**config.mk**
```make
export PLATFORM = sky130hd
export DESIGN_NAME = qual_event_counter
export DESIGN_NICKNAME = d
export VERILOG_FILES = /design/src/rtl/qec_pkg.sv /design/src/rtl/qec_select.sv /design/src/rtl/qec_qualify.sv /design/src/rtl/qec_accum.sv /design/src/rtl/qual_event_counter.sv
export SDC_FILE = /design/constraint.sdc
export NUM_CORES = 1
export LEC_CHECK = 0
export CELL_PAD_IN_SITES_DETAIL_PLACEMENT = 1
export CELL_PAD_IN_SITES_GLOBAL_PLACEMENT = 2
export CORE_ASPECT_RATIO = 0.7
export CORE_MARGIN = 2
export CORE_UTILIZATION = 26
export DETAILED_ROUTE_END_ITERATION = 7
export PLACE_DENSITY_LB_ADDON = 0.1
export SYNTH_ARGS = -nofsm -noshare
export SYNTH_HDL_FRONTEND = slang
export SYNTH_HIERARCHICAL = 1
export SYNTH_SLANG_ARGS = --single-unit
export TNS_END_PERCENT = 1
```
**constraint.sdc**
```tcl
create_clock -name clk -period 6.87 [get_ports clk]
set_input_delay 1.7175 -clock clk [delete_from_list [all_inputs] [get_ports clk]]
set_output_delay 1.7175 -clock clk [all_outputs]
set_load 0.01 [all_outputs]
```
**src/rtl/qec_pkg.sv**
```systemverilog
package qec_pkg;

    localparam int EV_NUM  = 4;
    localparam int SUB_NUM = 4;
    localparam int SUB_W   = 3;
    localparam int CNT_W   = 48;

    typedef enum logic [1:0] {
        REG_CFG  = 2'd0,
        REG_CNT  = 2'd1,
        REG_STAT = 2'd2,
        REG_NONE = 2'd3
    } reg_sel_e;

    // Configuration word, MSB first
    typedef struct packed {
        logic [7:0] cmask;
        logic [1:0] spare;
        logic       ie;
        logic       inv;
        logic       edge_en;
        logic       usr;
        logic       os;
        logic       en;
        logic [7:0] umask;
        logic [7:0] evsel;
    } cfg_t;

    localparam int CFG_W = $bits(cfg_t);

    function automatic logic priv_ok(input cfg_t c, input logic [1:0] pv);
        return (pv == 2'd0) ? c.os : c.usr;
    endfunction

endpackage

```
**src/rtl/qec_select.sv**
```systemverilog
module qec_select #(
    parameter int EV_NUM  = 4,
    parameter int SUB_NUM = 4,
    parameter int SUB_W   = 3,
    parameter int SEL_W   = 2,
    parameter int SUM_W   = 5
) (
    input  logic [EV_NUM*SUB_NUM*SUB_W-1:0] ev_i,
    input  logic [SEL_W-1:0]                sel_i,
    input  logic [SUB_NUM-1:0]              umask_i,
    output logic [SUM_W-1:0]                sum_o
);
    localparam int GRP_W = SUB_NUM * SUB_W;

    logic [GRP_W-1:0] grp;
    logic [SUM_W-1:0] lane [SUB_NUM];

    always_comb begin
        grp = ev_i[int'(sel_i)*GRP_W +: GRP_W];
    end

    generate
        for (genvar s = 0; s < SUB_NUM; s++) begin : g_lane
            assign lane[s] = umask_i[s] ? SUM_W'(grp[s*SUB_W +: SUB_W]) : '0;
        end
    endgenerate

    always_comb begin
        sum_o = '0;
        for (int s = 0; s < SUB_NUM; s++) begin
            sum_o = sum_o + lane[s];
        end
    end

endmodule

```
**src/rtl/qec_qualify.sv**
```systemverilog
module qec_qualify
    import qec_pkg::*;
#(
    parameter int SUM_W = 5
) (
    input  logic             clk,
    input  logic             rst,
    input  cfg_t             cfg_i,
    input  logic [SUM_W-1:0] sum_i,
    input  logic [1:0]       priv_i,
    input  logic             halted_i,
    output logic [SUM_W-1:0] inc_o
);
    localparam int CMP_W = (SUM_W > 8) ? SUM_W : 8;

    logic             hist_q;
    logic             cond;
    logic             pulse;
    logic             allow;
    logic             thresholded;
    logic [SUM_W-1:0] raw;

    always_comb begin
        thresholded = (cfg_i.cmask != 8'd0);
        if (cfg_i.inv) cond = CMP_W'(sum_i) <  CMP_W'(cfg_i.cmask);
        else           cond = CMP_W'(sum_i) >= CMP_W'(cfg_i.cmask);
        pulse = cfg_i.edge_en ? (cond & ~hist_q) : cond;
        raw   = thresholded ? SUM_W'(pulse) : sum_i;
        allow = cfg_i.en & ~halted_i & priv_ok(cfg_i, priv_i);
        inc_o = allow ? raw : '0;
    end

    always_ff @(posedge clk) begin
        if (rst)            hist_q <= 1'b0;
        else if (cfg_i.en)  hist_q <= cond;
        else                hist_q <= 1'b0;
    end

    // a thresholded event never adds more than one per cycle
    assert_thresh_single_R2: assert property (@(posedge clk) disable iff (rst)
        (cfg_i.cmask != 8'd0) |-> (inc_o <= SUM_W'(1)));

    // no count while the condition was already true last cycle
    assert_edge_once_R4: assert property (@(posedge clk) disable iff (rst)
        (cfg_i.edge_en && cfg_i.cmask != 8'd0 && hist_q) |-> (inc_o == '0));

    // filtered privilege levels and halted cycles never count
    assert_priv_block_R5: assert property (@(posedge clk) disable iff (rst)
        (halted_i || (priv_i == 2'd0 && !cfg_i.os) || (priv_i != 2'd0 && !cfg_i.usr))
        |-> (inc_o == '0));

endmodule

```
**src/rtl/qec_accum.sv**
```systemverilog
module qec_accum #(
    parameter int CNT_W = 48,
    parameter int INC_W = 5
) (
    input  logic             clk,
    input  logic             rst,
    input  logic [INC_W-1:0] inc_i,
    input  logic             ld_i,
    input  logic [CNT_W-1:0] ld_val_i,
    input  logic             ie_i,
    input  logic             clr_i,
    output logic [CNT_W-1:0] cnt_o,
    output logic             flag_o
);
    logic [CNT_W-1:0] cnt_q;
    logic             flag_q;
    logic [CNT_W:0]   nxt;
    logic             wrap;

    always_comb begin
        nxt  = {1'b0, cnt_q} + (CNT_W+1)'(inc_i);
        wrap = nxt[CNT_W] & ~ld_i;
    end

    always_ff @(posedge clk) begin
        if (rst) begin
            cnt_q  <= '0;
            flag_q <= 1'b0;
        end else begin
            cnt_q <= ld_i ? ld_val_i : nxt[CNT_W-1:0];
            if (wrap && ie_i)  flag_q <= 1'b1;
            else if (clr_i)    flag_q <= 1'b0;
        end
    end

    assign cnt_o  = cnt_q;
    assign flag_o = flag_q;

    // a load wins over any increment of the same cycle
    assert_load_wins_R7: assert property (@(posedge clk) disable iff (rst)
        ld_i |=> (cnt_q == $past(ld_val_i)));

    // the flag only rises while interrupt enable was set
    assert_flag_needs_ie_R8: assert property (@(posedge clk) disable iff (rst)
        $rose(flag_q) |-> $past(ie_i));

    // flag stays set unless a clear was requested
    assert_flag_sticky_R8: assert property (@(posedge clk) disable iff (rst)
        (flag_q && !clr_i) |=> flag_q);

endmodule

```
**src/rtl/qual_event_counter.sv**
```systemverilog
module qual_event_counter
    import qec_pkg::*;
#(
    parameter int EV_NUM  = qec_pkg::EV_NUM,
    parameter int SUB_NUM = qec_pkg::SUB_NUM,
    parameter int SUB_W   = qec_pkg::SUB_W,
    parameter int CNT_W   = qec_pkg::CNT_W
) (
    input  logic                            clk,
    input  logic                            rst,
    input  logic [EV_NUM*SUB_NUM*SUB_W-1:0] ev_cnt_i,
    input  logic [1:0]                      priv_i,
    input  logic                            halted_i,
    input  logic                            reg_wr_i,
    input  logic [1:0]                      reg_addr_i,
    input  logic [CNT_W-1:0]                reg_wdata_i,
    output logic [CNT_W-1:0]                reg_rdata_o,
    output logic                            irq_o
);
    localparam int SEL_W = (EV_NUM > 1) ? $clog2(EV_NUM) : 1;
    localparam int SUM_W = SUB_W + ((SUB_NUM > 1) ? $clog2(SUB_NUM) : 1);

    cfg_t             cfg_q;
    logic [SUM_W-1:0] sum;
    logic [SUM_W-1:0] inc;
    logic [CNT_W-1:0] cnt;
    logic             flag;
    logic             wr_cfg, wr_cnt, wr_stat;
    reg_sel_e         rsel;

    always_comb begin
        rsel    = reg_sel_e'(reg_addr_i);
        wr_cfg  = reg_wr_i && (rsel == REG_CFG);
        wr_cnt  = reg_wr_i && (rsel == REG_CNT);
        wr_stat = reg_wr_i && (rsel == REG_STAT);
    end

    always_ff @(posedge clk) begin
        if (rst)         cfg_q <= '0;
        else if (wr_cfg) cfg_q <= cfg_t'(reg_wdata_i[CFG_W-1:0]);
    end

    qec_select #(
        .EV_NUM (EV_NUM),
        .SUB_NUM(SUB_NUM),
        .SUB_W  (SUB_W),
        .SEL_W  (SEL_W),
        .SUM_W  (SUM_W)
    ) u_select (
        .ev_i   (ev_cnt_i),
        .sel_i  (cfg_q.evsel[SEL_W-1:0]),
        .umask_i(cfg_q.umask[SUB_NUM-1:0]),
        .sum_o  (sum)
    );

    qec_qualify #(
        .SUM_W(SUM_W)
    ) u_qualify (
        .clk     (clk),
        .rst     (rst),
        .cfg_i   (cfg_q),
        .sum_i   (sum),
        .priv_i  (priv_i),
        .halted_i(halted_i),
        .inc_o   (inc)
    );

    qec_accum #(
        .CNT_W(CNT_W),
        .INC_W(SUM_W)
    ) u_accum (
        .clk     (clk),
        .rst     (rst),
        .inc_i   (inc),
        .ld_i    (wr_cnt),
        .ld_val_i(reg_wdata_i),
        .ie_i    (cfg_q.ie),
        .clr_i   (wr_stat && reg_wdata_i[0]),
        .cnt_o   (cnt),
        .flag_o  (flag)
    );

    always_comb begin
        case (rsel)
            REG_CFG:  reg_rdata_o = CNT_W'(cfg_q);
            REG_CNT:  reg_rdata_o = cnt;
            REG_STAT: reg_rdata_o = CNT_W'(flag);
            default:  reg_rdata_o = '0;
        endcase
    end

    assign irq_o = flag;

    // a disabled counter without a load keeps its value
    assert_hold_disabled_R6: assert property (@(posedge clk) disable iff (rst)
        (!cfg_q.en && !wr_cnt) |=> $stable(cnt));

    // a configuration write is visible on the next cycle
    assert_cfg_write_R7: assert property (@(posedge clk) disable iff (rst)
        wr_cfg |=> (cfg_q == cfg_t'($past(reg_wdata_i[CFG_W-1:0]))));

endmodule

```
==> results of run 1 <==
-- cells in the final DEF (no fill, tap or decap), drive strengths merged, types with 10 or more instances in the layout --
| cell | instances |
|---|---|
| or3 | 14 |
| clkbuf | 16 |
| clkdlybuf4s50 | 128 |
| and3 | 16 |
| ha | 16 |
| nor3 | 17 |
| a2111oi | 10 |
| a21oi | 13 |
| nand2 | 47 |
| dfxtp | 82 |
| mux2i | 79 |
| nand2b | 71 |
| buf | 38 |
| xnor2 | 16 |
| nor4 | 16 |
| inv | 25 |
| nor2 | 65 |
| a211oi | 16 |
| nand4 | 12 |
| and2 | 25 |
| a311oi | 15 |
| and4 | 14 |
| nand3 | 15 |
| o21ai | 10 |
-- registers in the layout (all words and copies together), names as in the netlist --
name	flops
u_accum/flag_o	1
cfg_q	32
u_accum/cnt_o	48
u_qualify/hist_q	1
-- layout make-up --
cell class	count	area [µm²]	area share
Inverter	25	93.8	0.0111
Timing Repair Buffer	185	1750	0.207
Tap cell	318	398	0.0471
Multi-Input combinational cell	570	4270	0.505
Clock inverter	3	40.0	0.00474
Clock buffer	11	253	0.0299
Sequential cell	82	1640	0.194
-- timing repair --
action / in CTS / in global routing
endpoints found under the setup margin: 26 / 28
setup buffers: 4 / 3
pin swaps: 24 / 30
gates resized for setup: 41 / 34
-- report_power, final --
part           internal [mW]  total [mW]  switching, mW
registers              0.496       0.525         0.0284
logic                  0.124       0.228          0.104
clock network          0.296       0.501          0.205
total                  0.917        1.25          0.337
-- worst max-delay path, stage by stage --
cell and delay (ns):
buf_6 0.06, mux2i_1 0.06, o22ai_1 0.22, ha_2 0.23
inv_2 0.05, fa_2 0.53, inv_2 0.04, fa_1 0.49
ha_2 0.20, inv_2 0.04, fa_2 0.34, xnor2_2 0.20
ha_4 0.24, a21oi_2 0.16, a21oi_1 0.08, a41o_1 0.24
o21ai_2 0.14, ha_2 0.21, fa_2 0.24, a21oi_4 0.07
a2bb2oi_4 0.18, buf_4 0.14, buf_6 0.14, or3_4 0.39
buf_4 0.15, or3_4 0.39, nand3_1 0.08
-- logic make-up (layout without fill, tap and decap cells) --
group	count (synthesis)	after routing
buffers and inverters	80	224
adder cells (fa/ha/maj)	22	22
XOR/XNOR	20	20
AND/OR/NAND/NOR	338	338
flip-flops	82	82
AO/OA/AOI/OAI	105	105
multiplexers	85	85
-- worst paths after layout --
kind / startpoint / end / slack (ns) / depth (start not counted)
hold reg to reg: cfg_q[2]$_SDFFE_PP0P_ / cfg_q[2]$_SDFFE_PP0P_ / 0.48 / 2
hold / removal: cfg_q[2]$_SDFFE_PP0P_ / cfg_q[2]$_SDFFE_PP0P_ / 0.48 / 2
setup reg to reg: cfg_q[1]$_SDFFE_PP0P_ / u_accum/cnt_o[46]$_SDFF_PP0_ / 0.78 / 27
setup / recovery: ev_cnt_i[24] / u_accum/cnt_o[46]$_SDFF_PP0_ / 0.13 / 27
-- routing by layer --
metal	GRT usage	vias up	routed length (µm)
li1	-	2927	-
met1	0.289	3035	12700
met2	0.279	125	10000
met3	0.0324	23	878
met4	0.0446	0	357
met5	0	-	0
-- per-stage QoR --
| step | utilization | std cells | setup slack, ns | hold slack, ns | area (µm²) |
|---|---|---|---|---|---|
| after detailed placement | 0.339 | 1173 | -0.793 | 0.471 | 7960 |
| after global routing | 0.360 | 1194 | -0.0574 | 0.498 | 8440 |
| final | 0.360 | 1194 | 0.132 | 0.477 | 8440 |
| after CTS | 0.355 | 1191 | 0.00209 | 0.481 | 8330 |
| after global placement | 0.339 | 1173 | -0.588 | 0.459 | 7960 |
| after floorplan | - | 732 | 0.178 | 0.448 | 6150 |
==> out/qor.yml, run 1 <==
worst_hold_path:
  hp-class: "reg2reg"
detailed_routing:
  viasPerCell: 5.12
  totalWireLength_mm: 23.9
  drtAntennaViolNets: 0
  drc: 0
  wl_per_cell_um: 20.0
  via_count: 6110
  drtIter0Drc: 337
  drtPass1Iterations: 5
job:
  max-cap-violations: 0
timing:
  timing.final.crit_share: 0.981
  final_hold_viol_count: 0
  finalClockSkew_ns: 0.00972
  rsz0062_at_grt: "true"
  relSlewSlack: 0.223
  finalMaxSlewViolations: 0
  worst_pin_slew_ns: 1.16
  finalSetupViolCount: 0
  min_period_ns: 6.74
  fmax_mhz: 148
  setup_tns_ns: 0
clocking:
  clk_pin_slew_worst_paths_ns: 0.06
  cts_hold_buffers: 0
  cts.htree.levels: 3
  cts_tree: "built"
  clock_latency_ns: 0.35
  cts_max_path_buffers: 2
  cts_made_buffers: 9
  cts.sinks: 82
  cts_root_buf: "clkbuf_16"
critical_path:
  path_max_fanout: 9
  critPathKind: "in2reg"
  end_kind: "register"
  cp.required_ns: 7.16
  crit_path_start_kind: "primary input"
  cp.arrival_ns: 7.03
floorplanning:
  ios: 153
  coreArea_um2: 23500
  start_util: 0.262
  fp.dieW_um: 188
  dieArea_um2: 24900
  row_count: 47
  die_h_um: 133
logic_synthesis:
  synthSimpleGateAreaFrac: 0.308
  synth_compound_area_frac: 0.126
  yosys_warnings: 6
  synth-edff-count: 0
  synth_top_area_cell: "dfxtp_1"
  synth_top_area_frac: 0.267
  muxShareOfSynthArea: 0.153
  synth_top_family_by_area: "simple AND/OR/NAND/NOR gates"
  avgSynthCellArea_um2: 8.41
  synthXorXnorAreaFrac: 0.0285
  syn_nets: 858
  synth-async-reset-ratio: 0
  yosys-top-cells-area: "dfxtp_1 (27%), mux2i_1 (13%), nand2b_1 (7.2%)"
  ys_ff_latch: 82
  synthAdderAreaFrac: 0.0520
  syn-instance-count: 732
  synthTopCellsByCount: "dfxtp_1 (82), mux2i_1 (79), nand2b_1 (71), nor2_1 (65), nand2_1 (47)"
  synth.most_common_cell: "dfxtp_1"
  synth_cell_type_count: 66
  synth_area_um2: 6150
  ys_seq_area_frac: 0.267
  ys.flop_type: "dfxtp_1"
global_route:
  grt_use_total: 0.191
  grt-ovfl-total: 0
  grt_pass1_vias: 6278
  grt_first_pass_wirelength_mm: 37.0
  grt_antenna_before_repair: 0
  grt_max_degree: 50
power:
  power_leakage_nw: 3.12
  p_per_area_nw_per_um2: 149
  power_mw: 1.25
  ir_drop_uv: 110
outcome:
  outcome: "complete, no violations"
placement:
  gp_congestion: 0.817
  hpwl_mm: 17.9
  portBuffers: 152
finish:
  synthToLayoutAreaGrowth_pct: 37.2
  drive_gt1_frac: 0.110
  num_antenna_cells: 0
  fillers: 2719
  fin_nets: 999
Note: power is estimated with default switching activity, not from simulation.
==> inputs of run 2 (changes only) <==
Settings changed: CORE_UTILIZATION 26 to 25, REMOVE_ABC_BUFFERS set to 1, SYNTH_HIERARCHICAL 1 to unset.
==> out/qor.yml, run 2 <==
critical_path:
  r2r-start: "cfg_q[0]$_SDFFE_PP0P_"
  critPathKind: "in2reg"
  path_max_fanout: 5
  rr_worst_depth: 25
  crit_path_start_kind: "primary input"
  rrSetupSlack_ns: 0.85
  r2r_end: "u_accum.cnt_o[28]$_SDFF_PP0_"
  cp.required_ns: 7.12
  cp.arrival_ns: 6.92
  end_kind: "register"
finish:
  final_core_util: 0.366
  final_cell_mix: "clkdlybuf4s50_1 (138), nand2_1 (95), nor2_1 (82), dfxtp_1 (82), a21oi_1 (43)"
  largest_reg_flops: 48
  synthToLayoutAreaGrowth_pct: 43.9
  fin_nets: 928
  layout_commonest_cell: "clkdlybuf4s50_1"
  stdcell_count: 1082
  num_antenna_cells: 0
  drive_gt1_frac: 0.133
logic_synthesis:
  ys_seq_area_frac: 0.313
  avgSynthCellArea_um2: 8.07
  synth-async-reset-ratio: 0
  synth_top_area_cell: "dfxtp_1"
  synth-edff-count: 0
  syn-instance-count: 650
  ys_ff_latch: 82
  yosys_warnings: 0
  synth_cell_type_count: 43
  ys.flop_type: "dfxtp_1"
  yosys-top-cells-area: "dfxtp_1 (31%), nand2_1 (7.0%), mux2i_1 (6.3%)"
  synthTopCellsByCount: "nand2_1 (98), nor2_1 (84), dfxtp_1 (82), a21oi_1 (46), a211oi_1 (40)"
  synth_area_um2: 5250
  synth.most_common_cell: "nand2_1"
  synth_top_area_frac: 0.313
detailed_routing:
  drtAntennaViolNets: 0
  drc: 0
  viasPerCell: 4.77
  drtPass1Iterations: 4
  wl_per_cell_um: 18.3
  drtIter0Drc: 227
  via_count: 5162
  totalWireLength_mm: 19.8
job:
  max-cap-violations: 0
placement:
  portBuffers: 152
  dp.cells: 1058
  gp_congestion: 0.760
  place_ws_ns: -0.916
  hpwl_mm: 14.3
clocking:
  clk_pin_slew_worst_paths_ns: 0.07
  cts.htree.levels: 3
  cts.sinks: 82
  cts_made_buffers: 9
  cts_tree: "built"
  clock_latency_ns: 0.35
  cts_hold_buffers: 0
  cts_max_path_buffers: 2
  cts_root_buf: "clkbuf_16"
timing:
  timing.final.crit_share: 0.971
  worst_slack_ns: 0.202
  min_period_ns: 6.67
  relSlewSlack: 0.294
  finalSetupViolCount: 0
  rsz0062_at_grt: "true"
  finalClockSkew_ns: 0.00930
  worst_pin_slew_ns: 1.06
  finalMaxSlewViolations: 0
  fmax_mhz: 150
  final_hold_viol_count: 0
power:
  p_per_area_nw_per_um2: 163
  power_leakage_nw: 2.80
  seqPwrFrac: 0.424
  p_comb_frac: 0.167
  internal-power_mw: 0.908
  switching_power_mw: 0.321
  p_sw_frac: 0.261
  ir_drop_uv: 91.8
  clkPwrFrac: 0.409
global_route:
  grt_max_degree: 93
  grt_first_pass_wirelength_mm: 31.3
  grt_antenna_before_repair: 0
  grt_use_total: 0.182
  grt-ovfl-total: 0
  grt_pass1_vias: 5472
floorplanning:
  start_util: 0.254
  fp.dieW_um: 177
  die_h_um: 125
  ios: 153
  row_count: 44
  coreArea_um2: 20600
  dieArea_um2: 22200
worst_hold_path:
  whs_path_depth: 2
  holdPathEnd: "cfg_q[7]$_SDFFE_PP0P_"
  hp-class: "reg2reg"
  hold_start: "cfg_q[7]$_SDFFE_PP0P_"
outcome:
  outcome: "complete, no violations"
## run 2: cell families (layout without fill, tap and decap cells)
logic type / count (synthesis) / count (layout) / synth area share
AOI/OAI and AO/OA: 107 / 107 / 0.131
xor gates and xnor gates: 46 / 46 / 0.0768
adders and majority gates: 21 / 21 / 0.0601
buffers and inverters: 59 / 215 / 0.0429
DFF: 82 / 82 / 0.313
muxes: 45 / 45 / 0.115
and+or+nand+nor: 290 / 290 / 0.262
## run 2: how the worst max path moves through the flow
stage / startpoint / slack, ns / cells after the start / to
after floorplan: ev_cnt_i[46] / -0.03 / 22 / u_accum.cnt_o[22]$_SDFF_PP0_
after global placement: ev_cnt_i[46] / -0.82 / 24 / u_accum.cnt_o[24]$_SDFF_PP0_
after detailed placement: ev_cnt_i[46] / -0.92 / 24 / u_accum.cnt_o[24]$_SDFF_PP0_
after CTS: ev_cnt_i[40] / 0.004 / 25 / u_accum.cnt_o[42]$_SDFF_PP0_
after global routing: ev_cnt_i[46] / -0.03 / 26 / u_accum.cnt_o[46]$_SDFF_PP0_
final: ev_cnt_i[46] / 0.20 / 26 / u_accum.cnt_o[28]$_SDFF_PP0_
## run 2: per-stage QoR
step	cell area, µm²	total power, mW	setup TNS [ns]	hold WS (ns)
floorplan	5090	0.602	-0.0383	0.430
CTS	7490	1.25	0	0.459
finish	7550	1.23	0	0.456
global placement	7110	0.729	-27.10	0.441
global route	7550	1.29	-0.0306	0.484
detailed placement	7110	0.733	-31.84	0.449
## run 2: final cells by class
type	instances	area [µm²]
clock buffer	12	256
fill	2421	13100
multi-input combinational	509	3500
timing repair buffer	182	1700
sequential	82	1640
tap	276	345
inverter	19	71.3
clock inverter	2	37.5
## run 2: worst max-delay path, stage by stage
cell      delay [ns]
buf_6           0.09
mux4_2          0.46
and2_4          0.18
fa_1            0.54
inv_2           0.04
fa_1            0.54
inv_2           0.05
ha_4            0.15
fa_2            0.35
xor2_2          0.16
ha_1            0.29
o21ai_2         0.17
a21oi_2         0.05
nor3b_2         0.19
a211oi_2        0.06
o21ai_1         0.15
ha_2            0.21
fa_2            0.22
a21oi_2         0.07
o31a_1          0.25
buf_6           0.14
nor4_4          0.15
buf_6           0.18
nand3_1         0.09
xor2_1          0.17
a211oi_2        0.24
## run 2: power by group through the flow
| stage | clock [mW] | combinational (mW) | sequential (mW) |
|---|---|---|---|
| after global routing | 0.539 | 0.224 | 0.525 |
| after global placement | 0 | 0.198 | 0.531 |
| final | 0.503 | 0.205 | 0.521 |
| after CTS | 0.521 | 0.204 | 0.521 |
| after floorplan | 0 | 0.0789 | 0.523 |
| after detailed placement | 0 | 0.201 | 0.532 |
## run 2: routing by layer
metal	vias up	track usage	share of wire
met5	-	0	0
met4	0	0.0292	0.0070
met3	9	0.0350	0.035
met2	84	0.280	0.44
met1	2526	0.266	0.52
li1	2543	-	-
## run 2: repair_timing
item / in CTS / in global routing
buffers inserted: 7 / 3
setup endpoints to repair: 43 / 43
resized for setup: 30 / 43
cloned: 0 / 0
pin swaps: 17 / 23
